File: src/rtl/dssr_pkg.sv
// Shared definitions for the dual-strobe shift register.
// Assumes: the register width is at least 2.
package dssr_pkg;
    localparam int unsigned DSSR_WIDTH = 4;
    localparam int unsigned DSSR_SYNC  = 2;

    typedef enum logic [1:0] {
        OP_HOLD  = 2'd0,
        OP_LOAD  = 2'd1,
        OP_SHIFT = 2'd2
    } dssr_op_e;
endpackage

File: src/rtl/dssr_edge_sync.sv
// Synchroniser chain plus falling-edge detector for one strobe input.
// Assumes: strobe_in is asynchronous to clk and stays in each level for
// several clock periods. The chain resets to 0, so a strobe that is low
// when reset is released does not give a falling edge.
module dssr_edge_sync #(
    parameter int unsigned STAGES = 2
) (
    input  logic clk,
    input  logic rst_n,
    input  logic strobe_in,
    output logic fall_pulse
);
    localparam int unsigned LAST = STAGES - 1;

    logic [STAGES-1:0] chain;
    logic              prev;

    // Move the strobe through the chain and keep the last synced level.
    always_ff @(posedge clk) begin
        if (!rst_n) begin
            chain <= '0;
            prev  <= 1'b0;
        end else begin
            chain <= {chain[STAGES-2:0], strobe_in};
            prev  <= chain[LAST];
        end
    end

    // One-cycle pulse when the synced level goes from 1 to 0.
    always_comb begin
        fall_pulse = prev & ~chain[LAST];
    end
endmodule

File: src/rtl/dssr_load_mux.sv
// Picks the word for a load: the external parallel word, or the current
// contents rotated down by one stage (stage i takes stage i+1, the top
// stage takes stage 0). A load of the rotated word is a left shift.
module dssr_load_mux #(
    parameter int unsigned WIDTH = 4
) (
    input  logic             left_sel,
    input  logic [WIDTH-1:0] par_in,
    input  logic [WIDTH-1:0] q_cur,
    output logic [WIDTH-1:0] load_word
);
    genvar i;
    generate
        for (i = 0; i < WIDTH; i++) begin : g_bit
            localparam int unsigned SRC = (i + 1) % WIDTH;
            // Select the source for stage i.
            always_comb begin
                load_word[i] = left_sel ? q_cur[SRC] : par_in[i];
            end
        end
    endgenerate
endmodule

File: src/rtl/dssr_core.sv
// Holds the register stages and applies one of three operations per cycle.
// Assumes: load_fire and shift_fire are single-cycle pulses in the clk domain.
module dssr_core
    import dssr_pkg::*;
#(
    parameter int unsigned WIDTH = 4
) (
    input  logic             clk,
    input  logic             rst_n,
    input  logic             mode_sel,
    input  logic             load_fire,
    input  logic             shift_fire,
    input  logic             ser_in,
    input  logic [WIDTH-1:0] load_word,
    output logic [WIDTH-1:0] q
);
    dssr_op_e op;

    // Decode the operation: each pulse counts only in its own mode.
    always_comb begin
        if (mode_sel && load_fire)
            op = OP_LOAD;
        else if (!mode_sel && shift_fire)
            op = OP_SHIFT;
        else
            op = OP_HOLD;
    end

    // Update the stages.
    always_ff @(posedge clk) begin
        if (!rst_n) begin
            q <= '0;
        end else begin
            case (op)
                OP_LOAD:  q <= load_word;
                OP_SHIFT: q <= {q[WIDTH-2:0], ser_in};
                default:  q <= q;
            endcase
        end
    end
endmodule

File: src/rtl/dual_strobe_shift_reg.sv
// Top level: two strobe synchronisers, the load-word mux and the register.
// Assumes: mode_sel, left_sel, ser_in and par_in are steady in the clk
// domain while a strobe edge is being handled.
module dual_strobe_shift_reg
    import dssr_pkg::*;
#(
    parameter int unsigned WIDTH       = DSSR_WIDTH,
    parameter int unsigned SYNC_STAGES = DSSR_SYNC
) (
    input  logic             clk,
    input  logic             rst_n,
    input  logic             mode_sel,
    input  logic             shift_strobe,
    input  logic             load_strobe,
    input  logic             left_sel,
    input  logic             ser_in,
    input  logic [WIDTH-1:0] par_in,
    output logic [WIDTH-1:0] q,
    output logic             ser_out
);
    logic             shift_fall;
    logic             load_fall;
    logic [WIDTH-1:0] load_word;

    dssr_edge_sync #(.STAGES(SYNC_STAGES)) u_shift_sync (
        .clk(clk), .rst_n(rst_n), .strobe_in(shift_strobe), .fall_pulse(shift_fall)
    );

    dssr_edge_sync #(.STAGES(SYNC_STAGES)) u_load_sync (
        .clk(clk), .rst_n(rst_n), .strobe_in(load_strobe), .fall_pulse(load_fall)
    );

    dssr_load_mux #(.WIDTH(WIDTH)) u_mux (
        .left_sel(left_sel), .par_in(par_in), .q_cur(q), .load_word(load_word)
    );

    dssr_core #(.WIDTH(WIDTH)) u_core (
        .clk(clk), .rst_n(rst_n), .mode_sel(mode_sel),
        .load_fire(load_fall), .shift_fire(shift_fall),
        .ser_in(ser_in), .load_word(load_word), .q(q)
    );

    // The serial output is the top stage.
    always_comb begin
        ser_out = q[WIDTH-1];
    end
endmodule

File: config.mk
export PLATFORM = sky130hd
export DESIGN_NAME = dual_strobe_shift_reg
export DESIGN_NICKNAME = d
export VERILOG_FILES = /design/src/rtl/dssr_pkg.sv /design/src/rtl/dssr_edge_sync.sv /design/src/rtl/dssr_load_mux.sv /design/src/rtl/dssr_core.sv /design/src/rtl/dual_strobe_shift_reg.sv
export SDC_FILE = /design/constraint.sdc
export NUM_CORES = 1
export LEC_CHECK = 0
export BUFFER_PORTS_ARGS = -buffer_cell sky130_fd_sc_hd__buf_4
export CORE_AREA = 5 5 42 44
export CTS_CLUSTER_SIZE = 24
export DETAILED_ROUTE_END_ITERATION = 6
export DIE_AREA = 0 0 47 49
export PLACE_DENSITY_LB_ADDON = 0.05
export RECOVER_POWER = 25
export SLEW_MARGIN = 30
export SYNTH_ARGS = -nofsm -noshare
export SYNTH_HDL_FRONTEND = slang
export SYNTH_SLANG_ARGS = --single-unit
File: constraint.sdc
create_clock -name clk -period 1.31 [get_ports clk]
set_input_delay 0.0655 -clock clk [delete_from_list [all_inputs] [get_ports clk]]
set_output_delay 0.0655 -clock clk [all_outputs]
set_load 0.1 [all_outputs]
# --- Word-level counts from Yosys, hierarchy flattened ---
# Index checks and enable logic that the tools add are counted.
word_totals:
  regBits: 10
  inputBits: 11
  word_cells: 22
  out_inout_bits: 5
op_classes:
  reduce_logical: 4
  n_mux: 7
  bitwise_logic: 4
  eq_ne: 2
ops:
  columns: ["op", "n"]
  rows:
  - ["case mux 4 bit (2 select lines)", 1]
  - ["two-way mux 1 bit", 4]
  - ["two-way mux 2 bit", 2]
  - ["AND 1 bit", 2]
  - ["== test 2 x 1 -> 1 bit, second input constant", 1]
  - ["== test 2 bit, second input constant", 1]
  - ["logical AND 1 bit", 2]
  - ["inverter 1 bit", 2]
  - ["nonzero test 2 bit", 1]
  - ["zero test 1 bit", 1]

# --- Logic depth before layout (Yosys ltp) ---
# Gate-level depths: netlist (run 1).
logic_depth:
  word_depth: 7
  mapped_depth: 3
  depth_no_buf: 3

# --- Hierarchy ---
# Synthesis (run 1) repeated with hierarchy kept, for this count alone.
hier_totals:
  hier_cells: 38
  hier_area_um2: 405.4
by_module_without_submodules:
  columns: ["mod", "cells_per_inst", "seq_area_each_um2", "area_each_um2", "instances"]
  rows:
  - ["dssr_edge_sync", 7, 60.1, 88.8, 2]
  - ["dssr_core", 19, 80.1, 175.2, 1]
  - ["dssr_load_mux", 4, 0.0, 45.0, 1]
  - ["dual_strobe_shift_reg", 1, 0.0, 7.5, 1]

# --- Least setup slack after synthesis (run 1) ---
# No wires, ideal clock.
synth_timing:
  path_kind: "register to register"
  startpoint: "register u_core.q[1]"
  endpoint: "register u_core.q[0]"
  t_arrival_ns: 1.414
  required_ns: 1.239
  path_stages_with_launch: 4
  n_path_buf: 0
  synth_period_minus_slack_ns: 1.485
  slack_ns: -0.175
  setup_time_ns: 0.071
  cell_sequence: "dfxtp_1 > mux2_2 > a22oi_1 > a21boi_1"
synth_between:
  elab_chain_len: 2
synth_rtl:
  columns: ["item", "line", "rtl"]
  rows:
  - ["from (decl)", "dssr_core.sv:15", "output logic [WIDTH-1:0] q"]
  - ["from (signal assigned)", "dssr_core.sv:35", "OP_LOAD: q <= load_word;"]
  - ["from (signal assigned)", "dssr_core.sv:36", "OP_SHIFT: q <= {q[WIDTH-2:0], ser_in};"]
  - ["from (signal assigned)", "dssr_core.sv:37", "default: q <= q;"]
  - ["two-way mux 1 bit", "dssr_load_mux.sv:18", "load_word[i] = left_sel ? q_cur[SRC] : par_in[i];"]
  - ["case mux 4 bit (2 select lines)", "dssr_core.sv:34", "case (op)"]
# Every way passes these cells.
# A chain may end at the register's enable or synchronous reset.

# --- Final worst setup path (run 1) ---
layout_timing:
  startpoint: "register u_shift_sync.chain[1]"
  endpoint: "register u_core.q[1]"
layout_between:
  elab_chain_len: 7
  elab_cells_between_ends: 9
  cone_classes: "eq/ne: 2; mux: 3; bitwise: 2; reduce/logical: 2"
layout_rtl:
  columns: ["item", "line", "rtl"]
  rows:
  - ["from (decl)", "dssr_edge_sync.sv:15", "logic [STAGES-1:0] chain;"]
  - ["from (signal assigned)", "dssr_edge_sync.sv:24", "chain <= {chain[STAGES-2:0], strobe_in};"]
  - ["inverter 1 bit *", "dssr_edge_sync.sv:31", "fall_pulse = prev & ~chain[LAST];"]
  - ["AND 1 bit *", "dssr_edge_sync.sv:31", null]
  - ["logical AND 1 bit *", "dssr_core.sv:23", "else if (!mode_sel && shift_fire)"]
  - ["two-way mux 2 bit *", "dssr_core.sv:23", null]
  - ["two-way mux 2 bit *", "dssr_core.sv:21", "if (mode_sel && load_fire)"]
  - ["== test 2 bit / == test 2 x 1 -> 1 bit (equally long branches)", "dssr_core.sv:34", null]
  - ["case mux 4 bit (2 select lines) / nonzero test 2 bit (equally long branches)", null, null]
# Every way passes the cells marked *; elsewhere a longest branch is shown, timed or not.

==> reports/qor.txt, run 1 <==
outcome -> completed
final std cell area, no fill -> 551.8 um2
Starting Density -> 28.75%
pwr dens -> 1127 nW/um2
Diodes inserted -> 0
number of remaining DRC errors -> 0
Syn Area/Cell -> 10.89 um2
leading area contributor after synthesis -> dfxtp_1
minimum clock period -> 1.067 ns
WL per Instance -> 11.73 um
Die H -> 49 um
Worst Skew -> 0.005272 ns
CORE AREA -> 1401 um2
Inserted Clock Buffers -> 3
gp weighted congestion -> 0.7326
I/O Buffers -> 15
Achievable Freq -> 937.1 MHz
Hold Slack -> 0.009980 ns
setup slack, reg-to-reg -> 0.24 ns
Crit path max-delay family -> simple AND/OR/NAND/NOR gates
pins over their slew limit -> 0
antenna violations before repair -> 0
Post-DRT Antenna Nets -> 0
synthesized area -> 402.9 um2
fin util -> 39.38%
Setup Crit Path Kind -> reg -> reg
die width -> 47 um
# nets final -> 67
combinational share of power -> 15.9%
setup ws final -> 0.2429 ns
Area growth, synth to finish -> 36.96%
RR Endpoint -> u_core.q[1]$_SDFFE_PN0P_
vias after detailed routing -> 335
synth unique cells -> 18
vias per inst -> 4.786
sequential area share after synthesis -> 49.69%
Synth top area share -> 49.69%
initial DRC count -> 5
crit share post-route -> 81.46%
synth top area cells -> dfxtp_1 (50%), and2_1 (9.3%), mux2_1 (5.6%)
FF+latch count, synth -> 10
largest net degree at the start of global routing -> 11
Fin. Hold Viols -> 0
Die Area -> 2303 um2
Clock Power Share -> 32.1%
Worst EP required -> 1.45 ns
CP max stage cell -> or3b_4
worst min path class -> in -> reg
Placed Area -> 533.0 um2
MaxCap Viol Count -> 0
CTS Buffer Depth -> 2
total grt overflow -> 0
Hold Path Stages -> 2
# rows -> 14
synth warn -> 0
DP Cell Count -> 67
CTS Sinks -> 10
Pleak -> 0.2359 nW
syn nets -> 48
slew margin rel. -> 79.23%
drt pass-1 iters -> 4
# IOs -> 16
Clock transition at path regs -> 0.06 ns
final wirelength -> 821 um
Fin Setup TNS -> 0 ns
Worst Tran Pin Value -> 0.3102 ns
Peak supply drop -> 0.4211 mV
WP buf/inv -> 0
final setup violation count -> 0
Final Total Pwr -> 0.6219 mW
TritonCTS clock tree -> built
clock insertion delay at the later pin of the skew report -> 0.26 ns
worst hold start -> load_strobe
CP cell instances -> or3b_4 -> o221ai_1 -> nor2_1
All-Layer GR Usage -> 7.850%
H-tree Lvls -> 1
post-CTS sizing -> 0
vias in the first global route -> 317
Worst R2R Path Depth -> 3
reg2reg start -> u_shift_sync.chain[1]$_SDFF_PN0_
Sw Share -> 25.51%
Post CTS Setup Buffer Count -> 0
Internal -> 0.4633 mW
Fill cells -> 146
RSZ-0062 raised after global routing -> no
DP Worst Slack -> 0.2521 ns
CP peak stage delay -> 0.40 ns
Startpoint Class -> register
first-pass GRT wire length -> 1.290 mm
layout cells sized above 1 -> 46.30%
Hold Path Sink -> u_load_sync.chain[0]$_SDFF_PN0_
Arr. time, crit path -> 1.21 ns
Crit. End Element -> register
final non-filler cell total -> 70
Hold Buf Count CTS -> 0
clk root buf -> clkbuf_4
Flop pwr share -> 52.0%
Mapped Cells -> 37
crit-path max FO -> 4
P_sw -> 0.1587 mW
-- area by class of cell --
| cell class | count | area [um2] | share of cell area, % |
|---|---|---|---|
| Sequential cell | 10 | 205.2 | 37.19 |
| Multi-Input combinational cell | 26 | 195.2 | 35.37 |
| Timing Repair Buffer | 15 | 108.9 | 19.73 |
| Clock buffer | 3 | 22.52 | 4.082 |
| Tap cell | 16 | 20.02 | 3.628 |
-- layer usage --
| layer | share of wire [%] | GRT usage [%] |
|---|---|---|
| met3 | 13 | 2.583 |
| met1 | 46 | 10.91 |
| met5 | 0 | 0 |
| met4 | 0 | 5.530 |
| met2 | 41 | 9.729 |
-- synthesized netlist by cell type --
master and instances:
dfxtp_1 10, and2_1 6, nor3_1 3, mux2_1 2, nor2_1 2, o221ai_1 2
a211oi_1 1, a21boi_1 1, a22oi_1 1, and3b_2 1, buf_4 1, mux2_2 1
mux2i_1 1, nand3_1 1, nand3b_1 1, nor3b_2 1, o21ai_1 1, or3b_4 1
-- power groups by stage --
stage	clock network [mW]	logic, mW	registers, mW
2_1_floorplan	0	0.0349	0.357
3_3_place_gp	0	0.101	0.329
3_5_place_dp	0	0.102	0.330
4_1_cts	0.211	0.102	0.323
5_1_grt	0.218	0.106	0.325
6_report	0.200	0.0989	0.323
-- cell usage in the layout (no fill, tap or decap) --
master / instances
a21boi_1: 1
clkbuf_1: 1
nand3_1: 1
nor3_1: 3
o221ai_1: 2
nand3b_1: 1
mux2i_1: 1
buf_4: 14
a22oi_1: 1
and2_1: 5
dfxtp_2: 4
nor3b_2: 1
clkbuf_4: 3
and2_0: 1
and3b_2: 1
mux2_2: 1
o21ai_1: 1
a211oi_1: 1
nor2_1: 2
mux2_1: 2
or3b_4: 1
dfxtp_1: 6
-- worst max path at each step --
stage,from,to,depth (start not counted)
after global routing,u_shift_sync.chain[1]$_SDFF_PN0_,u_core.q[1]$_SDFFE_PN0P_,3
final,u_shift_sync.chain[1]$_SDFF_PN0_,u_core.q[1]$_SDFFE_PN0P_,3
after floorplan,u_core.q[3]$_SDFFE_PN0P_,u_core.q[2]$_SDFFE_PN0P_,3
after detailed placement,u_shift_sync.chain[1]$_SDFF_PN0_,u_core.q[1]$_SDFFE_PN0P_,3
after CTS,u_shift_sync.chain[1]$_SDFF_PN0_,u_core.q[1]$_SDFFE_PN0P_,3
after global placement,u_shift_sync.chain[1]$_SDFF_PN0_,u_core.q[1]$_SDFFE_PN0P_,3
-- worst register-to-register path, delay by kind of cell, from the launching register on --
kind             cells  cell delay, ns
AND/OR/NAND/NOR      2            0.45
flip-flops           1            0.33
AO/OA/AOI/OAI        1            0.18
-- flip-flops by register name, summed over array words and instances (netlist names) --
name	cells
u_shift_sync.prev	1
u_core.q	4
u_load_sync.prev	1
u_shift_sync.chain	2
u_load_sync.chain	2
-- cells by family after synthesis --
logic type | after synthesis | synth area share [%]
mux | 4 | 10.87
flops | 10 | 49.69
compound gates | 6 | 11.18
simple gates | 16 | 26.40
buf+inv | 1 | 1.864
Power figures use the tool's default switching activity.
==> run 2: changes to the inputs <==
- clock period: 1.31 -> 0.9 ns (I/O delays scaled with it)
==> run 2 against run 1 <==
Compared with the run above:
- the flow now finishes with violations (setup timing)
- combinational power rose by 110%
- sequential share of layout area shrank 6.7 points
- register-to-register slack worse by 0.41 ns
- core utilization rose by 12 points
- clock skew shrank 0.0041 ns
- final area is 29% higher
- total power up 53%
==> reports/qor.txt, run 2 (synthesized netlist as in run 1, its figures left out) <==
outcome -> finished with violations
failing checks -> setup timing
final setup violation count -> 8
final non-filler cell total -> 76
CP peak stage delay -> 0.40 ns
number of remaining DRC errors -> 0
Hold Slack -> 0.07189 ns
vias after detailed routing -> 355
crit share post-route -> 118.0%
final wirelength -> 936 um
largest registers -> u_core.q: 4 flops, u_load_sync.chain: 2 flops, u_shift_sync.chain: 2 flops
Crit. End Element -> register
Clock transition at path regs -> 0.06 ns
slew margin rel. -> 79.28%
All-Layer GR Usage -> 8.879%
Post CTS Setup Buffer Count -> 0
Arr. time, crit path -> 1.20 ns
Peak supply drop -> 0.7709 mV
Post-DRT Antenna Nets -> 0
Achievable Freq -> 941.5 MHz
DP Cell Count -> 71
Crit path max-delay family -> simple AND/OR/NAND/NOR gates
Pleak -> 0.2996 nW
CP cell instances -> or3b_4 -> o221ai_2 -> nor2_1
# rows -> 14
Fill cells -> 138
clock insertion delay at the later pin of the skew report -> 0.25 ns
# nets final -> 73
Diodes inserted -> 0
MaxCap Viol Count -> 0
RSZ-0062 raised after global routing -> yes
Final Total Pwr -> 0.9495 mW
commonest non-fill, non-tap cells in the layout -> buf_4 (11), and2_1 (6), buf_12 (4), dfxtp_4 (4), dfxtp_1 (4)
CTS Sinks -> 10
total grt overflow -> 0
pins over their slew limit -> 0
worst min path class -> in -> reg
setup slack, reg-to-reg -> -0.16 ns
vias per inst -> 4.671
Starting Density -> 28.75%
fin util -> 50.98%
RR Endpoint -> u_core.q[1]$_SDFFE_PN0P_
WP buf/inv -> 0
Register Area -> 217.7 um2
Multi-input gate area -> 222.7 um2
TritonCTS clock tree -> built
hpwl dp -> 704.4 um
Hold Path Sink -> u_core.q[2]$_SDFFE_PN0P_
CP max stage cell -> or3b_4
Largest Register -> u_core.q
I/O Buffers -> 15
Worst Tran Pin Value -> 0.3094 ns
Setup Crit Path Kind -> reg -> reg
antenna violations before repair -> 0
Area growth, synth to finish -> 77.33%
vias in the first global route -> 376
Inserted Clock Buffers -> 3
pwr dens -> 1329 nW/um2
initial DRC count -> 1
gp weighted congestion -> 0.7659
Fin Setup TNS -> -0.6201 ns
largest net degree at the start of global routing -> 11
Worst R2R Path Depth -> 3
worst hold start -> rst_n
Hold Path Stages -> 3
# IOs -> 16
crit-path max FO -> 4
WL per Instance -> 12.32 um
first-pass GRT wire length -> 1.476 mm
Fin. Hold Viols -> 0
minimum clock period -> 1.062 ns
clk root buf -> clkbuf_4
CORE AREA -> 1401 um2
H-tree Lvls -> 1
CTS Buffer Depth -> 2
Die Area -> 2303 um2
Startpoint Class -> register
Die H -> 49 um
reg2reg start -> u_shift_sync.chain[1]$_SDFF_PN0_
Worst EP required -> 1.04 ns
layout cells sized above 1 -> 61.67%
setup ws final -> -0.1622 ns
Worst Skew -> 0.001219 ns
max reg flops -> 4
die width -> 47 um
drt pass-1 iters -> 2
most common cell after layout, fill and taps aside -> buf_4
[run 2: cell count changes in the layout (fill, tap and decap cells not counted), sizes merged]
cell         delta
clkbuf          -1
buf             +5
dlygate4sd3     +2
[run 2: cell type report]
| cell class | count | area share [%] |
|---|---|---|
| flip-flops and latches | 10 | 30.47 |
| well taps | 16 | 2.802 |
| repair buffers | 21 | 32.40 |
| clock buffers | 3 | 3.152 |
| multi-input cells | 26 | 31.17 |
[run 2: worst reg2reg max path, stage by stage, from the launching register on]
cell and delay, ns:
dfxtp_2 0.33, or3b_4 0.40, o221ai_2 0.16, nor2_1 0.06
[run 2: per-layer routing]
metal / wire length (um) / GRT usage (%) / up-vias
li1: - / - / 183
met1: 369 / 10.35 / 154
met2: 447 / 13.12 / 16
met3: 112 / 2.583 / 2
met4: 6 / 6.452 / 0
met5: 0 / 0 / -
[run 2: how the worst max path moves through the flow]
stage                                                 from                        to  slack, ns  cells after the start
final                     u_shift_sync.chain[1]$_SDFF_PN0_  u_core.q[1]$_SDFFE_PN0P_      -0.16                      3
after global placement    u_shift_sync.chain[1]$_SDFF_PN0_  u_core.q[2]$_SDFFE_PN0P_      -0.14                      3
after detailed placement  u_shift_sync.chain[1]$_SDFF_PN0_  u_core.q[2]$_SDFFE_PN0P_      -0.16                      3
after global routing      u_shift_sync.chain[1]$_SDFF_PN0_  u_core.q[1]$_SDFFE_PN0P_      -0.21                      3
after floorplan                   u_core.q[1]$_SDFFE_PN0P_  u_core.q[0]$_SDFFE_PN0P_      -0.13                      3
after CTS                 u_shift_sync.chain[1]$_SDFF_PN0_  u_core.q[1]$_SDFFE_PN0P_      -0.16                      3
[run 2: report_power, final]
part | internal, mW | switching [mW] | total [mW] | leakage [nW]
clock network | 0.153 | 0.128 | 0.281 | 0.0138
registers | 0.452 | 0.00879 | 0.461 | 0.0858
logic | 0.107 | 0.100 | 0.207 | 0.200
[run 2: timing repair]
item / CTS / global route
gates resized for setup: 17 / 3
setup endpoints to repair: 9 / 9
hold buffers: 2 / 0
endpoints found under the hold margin: 2 / 0
[run 2: per-stage QoR]
stage | setup WS [ns] | cell area, um2
after floorplan | -0.1334 | 436.7
after global placement | -0.1434 | 591.8
after detailed placement | -0.1643 | 591.8
after CTS | -0.1612 | 705.7
after global routing | -0.2064 | 714.4
final | -0.1622 | 714.4
